===== config.mk =====
export PLATFORM = sky130hd
export DESIGN_NAME = gs_exec
export DESIGN_NICKNAME = d
export VERILOG_FILES = /design/src/rtl/gs_pkg.sv /design/src/rtl/gs_regfile.sv /design/src/rtl/gs_alu.sv /design/src/rtl/gs_stack.sv /design/src/rtl/gs_seq.sv /design/src/rtl/gs_exec.sv
export SDC_FILE = /design/constraint.sdc
export NUM_CORES = 1
export LEC_CHECK = 0
export BUFFER_PORTS_ARGS = -buffer_cell sky130_fd_sc_hd__buf_2
export CORE_MARGIN = 5
export CORE_UTILIZATION = 40
export CTS_CLUSTER_SIZE = 10
export DETAILED_ROUTE_END_ITERATION = 16
export SYNTH_ARGS = -nofsm -noshare
export SYNTH_HDL_FRONTEND = slang
export SYNTH_SLANG_ARGS = --single-unit
export TNS_END_PERCENT = 1

===== constraint.sdc =====
create_clock -name clk -period 9.8 [get_ports clk]
set_clock_uncertainty 0.1 [all_clocks]
set_input_delay 0.98 -clock clk [delete_from_list [all_inputs] [get_ports clk]]
set_output_delay 0.98 -clock clk [all_outputs]
set_load 0.02 [all_outputs]

===== src/rtl/gs_pkg.sv =====
`timescale 1ns/1ps
package gs_pkg;

  typedef enum logic [1:0] {
    OP_AND = 2'b00,
    OP_OR  = 2'b01,
    OP_LDI = 2'b10,
    OP_SLL = 2'b11
  } gs_op_e;

  typedef enum logic [2:0] {
    S_IDLE = 3'd0,
    S_MOVE = 3'd1,
    S_COMP = 3'd2,
    S_PUSH = 3'd3,
    S_DEC  = 3'd4,
    S_REST = 3'd5
  } gs_state_e;

endpackage


===== src/rtl/gs_regfile.sv =====
`timescale 1ns/1ps
module gs_regfile #(
  parameter int W    = 16,
  parameter int NREG = 8,
  parameter int IW   = 3
) (
  input  logic          clk,
  input  logic          rst_n,
  input  logic          we,
  input  logic [IW-1:0] waddr,
  input  logic [W-1:0]  wdata,
  input  logic [IW-1:0] ra_addr,
  output logic [W-1:0]  ra_data,
  input  logic [IW-1:0] rb_addr,
  output logic [W-1:0]  rb_data,
  input  logic [IW-1:0] rc_addr,
  output logic [W-1:0]  rc_data
);

  logic [W-1:0] regs_q [NREG];

  always_ff @(posedge clk or negedge rst_n) begin
    if (!rst_n) begin
      for (int i = 0; i < NREG; i++) regs_q[i] <= '0;
    end else if (we) begin
      regs_q[waddr] <= wdata;
    end
  end

  assign ra_data = regs_q[ra_addr];
  assign rb_data = regs_q[rb_addr];
  assign rc_data = regs_q[rc_addr];

endmodule


===== src/rtl/gs_alu.sv =====
`timescale 1ns/1ps
module gs_alu
  import gs_pkg::*;
#(
  parameter int W = 16
) (
  input  gs_op_e       op,
  input  logic [W-1:0] a_val,
  input  logic [W-1:0] b_val,
  input  logic [W-1:0] imm,
  output logic [W-1:0] res
);

  localparam int SW = (W > 1) ? $clog2(W) : 1;

  always_comb begin
    unique case (op)
      OP_AND:  res = a_val & b_val;
      OP_OR:   res = a_val | b_val;
      OP_LDI:  res = imm;
      OP_SLL:  res = a_val << b_val[SW-1:0];
      default: res = '0;
    endcase
  end

endmodule


===== src/rtl/gs_stack.sv =====
`timescale 1ns/1ps
module gs_stack #(
  parameter int EW    = 19,
  parameter int DEPTH = 16,
  parameter int PW    = 5
) (
  input  logic          clk,
  input  logic          rst_n,
  input  logic          push,
  input  logic [EW-1:0] wdata,
  input  logic          dec,
  output logic [EW-1:0] rdata,
  output logic [PW-1:0] sp,
  output logic          full,
  output logic          empty
);

  localparam int AW = (DEPTH > 1) ? $clog2(DEPTH) : 1;

  logic [EW-1:0] mem_q [DEPTH];
  logic [PW-1:0] sp_q;
  logic [PW-1:0] sp_d;
  logic          sp_en;

  always_comb begin
    sp_en = push | dec;
    sp_d  = sp_q;
    if (push)     sp_d = sp_q + 1'b1;
    else if (dec) sp_d = sp_q - 1'b1;
  end

  always_ff @(posedge clk or negedge rst_n) begin
    if (!rst_n)     sp_q <= '0;
    else if (sp_en) sp_q <= sp_d;
  end

  always_ff @(posedge clk) begin
    if (push) mem_q[sp_q[AW-1:0]] <= wdata;
  end

  assign rdata = mem_q[sp_q[AW-1:0]];
  assign sp    = sp_q;
  assign full  = (sp_q == PW'(DEPTH));
  assign empty = (sp_q == '0);

endmodule


===== src/rtl/gs_seq.sv =====
`timescale 1ns/1ps
module gs_seq
  import gs_pkg::*;
#(
  parameter int W  = 16,
  parameter int IW = 3
) (
  input  logic          clk,
  input  logic          rst_n,
  input  logic          req_valid,
  input  logic          req_rev,
  input  logic [1:0]    req_op,
  input  logic [IW-1:0] req_dst,
  input  logic [IW-1:0] req_src,
  input  logic [W-1:0]  req_imm,
  input  logic          stk_full,
  input  logic          stk_empty,
  input  logic [W-1:0]  dst_val,
  input  logic [W-1:0]  alu_res,
  input  logic [IW-1:0] pop_idx,
  input  logic [W-1:0]  pop_val,
  output logic          busy,
  output logic          done,
  output logic          push,
  output logic          dec,
  output logic          rf_we,
  output logic [IW-1:0] rf_waddr,
  output logic [W-1:0]  rf_wdata,
  output gs_op_e        cur_op,
  output logic [IW-1:0] cur_dst,
  output logic [IW-1:0] cur_src,
  output logic [W-1:0]  cur_imm,
  output logic [W-1:0]  tmp
);

  gs_state_e state_q, state_d;
  logic      done_q, done_d;
  logic      acc_fwd, acc_rev, cap_en, tmp_en;

  always_comb begin
    acc_fwd = (state_q == S_IDLE) && req_valid && !req_rev && !stk_full;
    acc_rev = (state_q == S_IDLE) && req_valid &&  req_rev && !stk_empty;
    cap_en  = acc_fwd;
    tmp_en  = (state_q == S_MOVE);
    push    = (state_q == S_PUSH);
    dec     = (state_q == S_DEC);
    done_d  = (state_q == S_PUSH) || (state_q == S_REST);
    state_d = state_q;
    unique case (state_q)
      S_IDLE: begin
        if (acc_fwd)      state_d = S_MOVE;
        else if (acc_rev) state_d = S_DEC;
      end
      S_MOVE:  state_d = S_COMP;
      S_COMP:  state_d = S_PUSH;
      S_PUSH:  state_d = S_IDLE;
      S_DEC:   state_d = S_REST;
      S_REST:  state_d = S_IDLE;
      default: state_d = S_IDLE;
    endcase
  end

  always_comb begin
    rf_we    = 1'b0;
    rf_waddr = cur_dst;
    rf_wdata = '0;
    unique case (state_q)
      S_MOVE: begin
        rf_we    = 1'b1;
        rf_wdata = '0;
      end
      S_COMP: begin
        rf_we    = 1'b1;
        rf_wdata = alu_res;
      end
      S_REST: begin
        rf_we    = 1'b1;
        rf_waddr = pop_idx;
        rf_wdata = pop_val;
      end
      default: rf_we = 1'b0;
    endcase
  end

  always_ff @(posedge clk or negedge rst_n) begin
    if (!rst_n) begin
      state_q <= S_IDLE;
      done_q  <= 1'b0;
      cur_op  <= OP_AND;
      cur_dst <= '0;
      cur_src <= '0;
      cur_imm <= '0;
      tmp     <= '0;
    end else begin
      state_q <= state_d;
      done_q  <= done_d;
      if (cap_en) begin
        cur_op  <= gs_op_e'(req_op);
        cur_dst <= req_dst;
        cur_src <= req_src;
        cur_imm <= req_imm;
      end
      if (tmp_en) tmp <= dst_val;
    end
  end

  assign busy = (state_q != S_IDLE);
  assign done = done_q;

endmodule


===== src/rtl/gs_exec.sv =====
`timescale 1ns/1ps
module gs_exec
  import gs_pkg::*;
#(
  parameter  int W     = 16,
  parameter  int NREG  = 8,
  parameter  int DEPTH = 16,
  localparam int IW    = (NREG > 1) ? $clog2(NREG) : 1
) (
  input  logic          clk,
  input  logic          rst_n,
  input  logic          req_valid,
  input  logic          req_rev,
  input  logic [1:0]    req_op,
  input  logic [IW-1:0] req_dst,
  input  logic [IW-1:0] req_src,
  input  logic [W-1:0]  req_imm,
  output logic          busy,
  output logic          done,
  output logic          stk_full,
  output logic          stk_empty,
  input  logic [IW-1:0] rd_sel,
  output logic [W-1:0]  rd_data
);

  localparam int PW = $clog2(DEPTH + 1);
  localparam int EW = IW + W;

  logic          rst_meta, rst_n_q;
  logic          push_s, dec_s, rf_we;
  logic [IW-1:0] rf_waddr, cur_dst, cur_src, pop_idx;
  logic [W-1:0]  rf_wdata, cur_imm, tmp, dst_val, src_val, alu_res, pop_val;
  logic [EW-1:0] push_data, pop_data;
  logic [PW-1:0] sp_s;
  gs_op_e        cur_op;

  always_ff @(posedge clk or negedge rst_n) begin
    if (!rst_n) {rst_n_q, rst_meta} <= 2'b00;
    else        {rst_n_q, rst_meta} <= {rst_meta, 1'b1};
  end

  gs_seq #(.W(W), .IW(IW)) u_seq (
    .clk(clk), .rst_n(rst_n_q),
    .req_valid(req_valid), .req_rev(req_rev), .req_op(req_op),
    .req_dst(req_dst), .req_src(req_src), .req_imm(req_imm),
    .stk_full(stk_full), .stk_empty(stk_empty),
    .dst_val(dst_val), .alu_res(alu_res),
    .pop_idx(pop_idx), .pop_val(pop_val),
    .busy(busy), .done(done), .push(push_s), .dec(dec_s),
    .rf_we(rf_we), .rf_waddr(rf_waddr), .rf_wdata(rf_wdata),
    .cur_op(cur_op), .cur_dst(cur_dst), .cur_src(cur_src),
    .cur_imm(cur_imm), .tmp(tmp)
  );

  gs_regfile #(.W(W), .NREG(NREG), .IW(IW)) u_rf (
    .clk(clk), .rst_n(rst_n_q),
    .we(rf_we), .waddr(rf_waddr), .wdata(rf_wdata),
    .ra_addr(cur_dst), .ra_data(dst_val),
    .rb_addr(cur_src), .rb_data(src_val),
    .rc_addr(rd_sel), .rc_data(rd_data)
  );

  gs_alu #(.W(W)) u_alu (
    .op(cur_op), .a_val(tmp), .b_val(src_val), .imm(cur_imm), .res(alu_res)
  );

  assign push_data = {cur_dst, tmp};
  assign pop_idx   = pop_data[EW-1:W];
  assign pop_val   = pop_data[W-1:0];

  gs_stack #(.EW(EW), .DEPTH(DEPTH), .PW(PW)) u_stk (
    .clk(clk), .rst_n(rst_n_q),
    .push(push_s), .wdata(push_data), .dec(dec_s),
    .rdata(pop_data), .sp(sp_s), .full(stk_full), .empty(stk_empty)
  );

endmodule


==> flow_summary.toml <==
[floorplanning]
die_w_um = 249.1
dieArea_sq_mm = 0.06207
core_region_area_sq_mm = 0.05650
initial_core_util = 0.4049
dieHeight_um = 249.1
row_count = 87
ios = 51

[worst_hold_path]
hold_class = "in2async"

[global_route]
grtUsageTotal = 0.1889
grt_max_degree = 64
first_global_vias = 13300
grt_pass1_wl_mm = 89.31
antenna_found_initial = 0
gr-total-overflow = 0

[route]
route.detailed.drc = 0
detail_route.vias_per_cell = 5.983
drt_iter0_markers = 1249
wl_per_cell_um = 27.39
vias = 12920
ant_nets = 0
dr.pass1.iters = 6
wl_mm = 59.14

[clocking]
htreeDepth = 2
cts_resized = 0
root_buffer = "clkbuf_16"
cts_sinks = 483
cts_tree = "built"
clkTransAtPathRegs_ns = 0.06
clk_path_buf_depth = 3
cts_buffers = 56
holdBufCountCts = 0
post_cts_buffers = 0
clock_latency_ns = 0.61

[pwr]
cellLeakagePower_nw = 9.421
ir_worst_vdd_mv = 0.1914
power_density_mw_per_mm2 = 320.0
finalPower_w = 0.008157

[outcome]
status = "completed"

[sta]
hold_viol = 0
rsz0062_at_grt = "no"
worst_pin_slew_ns = 1.170
fin_hold_ws_ns = 0.04973
max_clock_freq_mhz = 227.0
setup_violations = 0
fin_ws_ns = 5.395
drv_slew = 0
setup_tns_ns = 0
finalCriticalPeriod_ns = 4.405
period_share = 0.4495
max_slew_margin = 0.2043

[synth]
synth_ff_type = "edfxtp_1"
ys_ff_latch = 483
ys_seq_area_frac = 0.5949
synth-async-reset-ratio = 0.3706
yosys.area.top_type = "edfxtp_1"
synth_edf_count = 304
netlist_area_sq_mm = 0.02287
synth_top_area_share = 0.3991
synth_warnings = 0
synth_top_family_by_area = "multiplexers"
synth_compound_area_frac = 0.03840
synth.area.top_cells = "edfxtp_1 (40%), dfrtp_1 (20%), mux4_2 (18%)"
synth.net_count = 1367
synth_fa_ha_area_frac = 0.005142
ys_types = 74
synth_simple_gate_area_frac = 0.03714
syn_avg_cell_area_sq_um = 17.17
synth_mux_area_frac = 0.2972
netlist_instances = 1332
synth-xor-area-share = 0.001914

[critical_path]
critical_path_class = "reg2reg"
worstSetupStartpointType = "register"
r2r_cells = 7
slowest_delay_ns = 0.95
crit_chain = "buf_4 > mux4_2 > mux2i_1 > a21o_1 > a21oi_2 > nor2_2 > mux2_2"
cp.arrival_ns = 4.79
r2r-start = "u_stk.sp[0]$_DFFE_PN0P_"
required_ns = 10.19
cp-end-kind = "register"
critPathMaxFanout = 44
crit_start = "u_stk.sp[0]$_DFFE_PN0P_"
crit_buf_inv = 1
slowest_stage = "dfrtp_4"
reg2reg_to = "u_rf.regs_q[54]$_DFFE_PN0P_"
rrSetupSlack_ns = 5.39
path_delay_family = "multiplexers"

[place]
placed_cell_area_sq_mm = 0.02390
port_buffers = 50
place.gp.congestion = 0.9061
dp_hpwl_mm = 34.69
dp_slack_ns = 5.311

[finish]
nNetsFinal = 1415
regArea_sq_mm = 0.01362
multi_input_area_sq_mm = 0.008781
drive_above_1_share = 0.3820
stdcell_area_sq_mm = 0.02549
fillers = 4773
area_delta_synth_final_pct = 11.43
antennaDiodeCount = 0

[run]
maxCapViolations = 0
## cell families (layout without fill, tap and decap cells)
logic type	after synthesis	count (layout)
simple gates	178	178
buf+inv	106	177
fa+ha+maj	10	10
flops	483	483
compound gates	132	132
mux	417	417
other cells	1	1
xor+xnor	5	5
## stage by stage
step                      instances    util
after floorplan                1332       -
after global placement         2078  0.4230
after detailed placement       2078  0.4230
after CTS                      2159  0.4512
after global routing           2159  0.4512
final                          2159  0.4512
## placed cells by master, fill, tap and decap left out, drive strengths merged, types with 5 or more instances in the layout
cell type and n:
edfxtp 304, mux4 189, dfrtp 179, mux2 174, buf 83, clkbuf 77
nor2 67, mux2i 54, nand2 53, a21oi 42, o21ai 24, nand3 15
inv 13, a31oi 11, nor3 10, a22oi 8, and2 7, nor2b 6
maj3 6, a221oi 5, a21o 5, o22ai 5
## worst reg2reg max path, cell delays in order, from the launching register on
cell	delay, ns
dfrtp_4	0.95
buf_4	0.79
mux4_2	0.65
mux2i_1	0.16
a21o_1	0.17
a21oi_2	0.14
nor2_2	0.87
mux2_2	0.44
## synth_stat cells (5+ instances only)
cell type  count
a21oi_1       41
o21ai_0       21
mux2_1        14
a31oi_1       11
nor2_1        62
nor3_1        10
mux2i_1       53
maj3_1         6
a221oi_1       5
mux4_2       182
buf_6         11
inv_1         12
nor2b_1        6
o22ai_1        5
mux4_1         6
clkbuf_1      29
edfxtp_1     304
buf_2         22
and2_1         6
a21o_1         5
nand3_1       15
nand2_1       49
buf_1         15
buf_4         15
dfrtp_1      179
mux2_2       159
a22oi_1        8
## layout make-up
class,count,share of cell area
Clock inverter,4,0.002356
Clock buffer,77,0.06008
Sequential cell,483,0.5345
Timing Repair Buffer,83,0.01954
Tap cell,756,0.03711
Inverter,13,0.001914
Multi-Input combinational cell,743,0.3445
## worst max path at each step
stage,slack (ns),to,cells past startpoint
finish,5.39,u_rf.regs_q[54]$_DFFE_PN0P_,7
global route,5.05,u_rf.regs_q[54]$_DFFE_PN0P_,7
CTS,5.30,u_rf.regs_q[51]$_DFFE_PN0P_,7
detailed placement,5.31,u_rf.regs_q[54]$_DFFE_PN0P_,7
global placement,5.32,u_rf.regs_q[56]$_DFFE_PN0P_,7
floorplan,4.34,u_rf.regs_q[0]$_DFFE_PN0P_,0
## layer usage
metal / vias to the layer above / global-route usage / part of all wire
met5: - / 0 / 0
met4: 0 / 0.04280 / 0.022
met3: 95 / 0.03153 / 0.062
li1: 5452 / - / -
met1: 6892 / 0.2775 / 0.44
met2: 478 / 0.3000 / 0.47
## state kept, by name, summed over array words and instances, names as in the netlist, 2 cells and up
signal and cells:
u_seq.tmp 16, u_stk.mem_q 304, u_seq.cur_imm 16, u_stk.sp 5
u_rf.regs_q 128, u_seq.cur_src 3, u_seq.cur_op 2, u_seq.cur_dst 3
u_seq.state_q 3
## where the power goes
part	total (W)	internal, W	leakage [nW]	switching (W)
sequential	0.00332	0.00270	5.08	0.000617
combinational	0.00298	0.00141	3.57	0.00157
clock	0.00186	0.00107	0.771	0.000789
total	0.00816	0.00518	9.42	0.00297
Power figures use the tool's default switching activity.
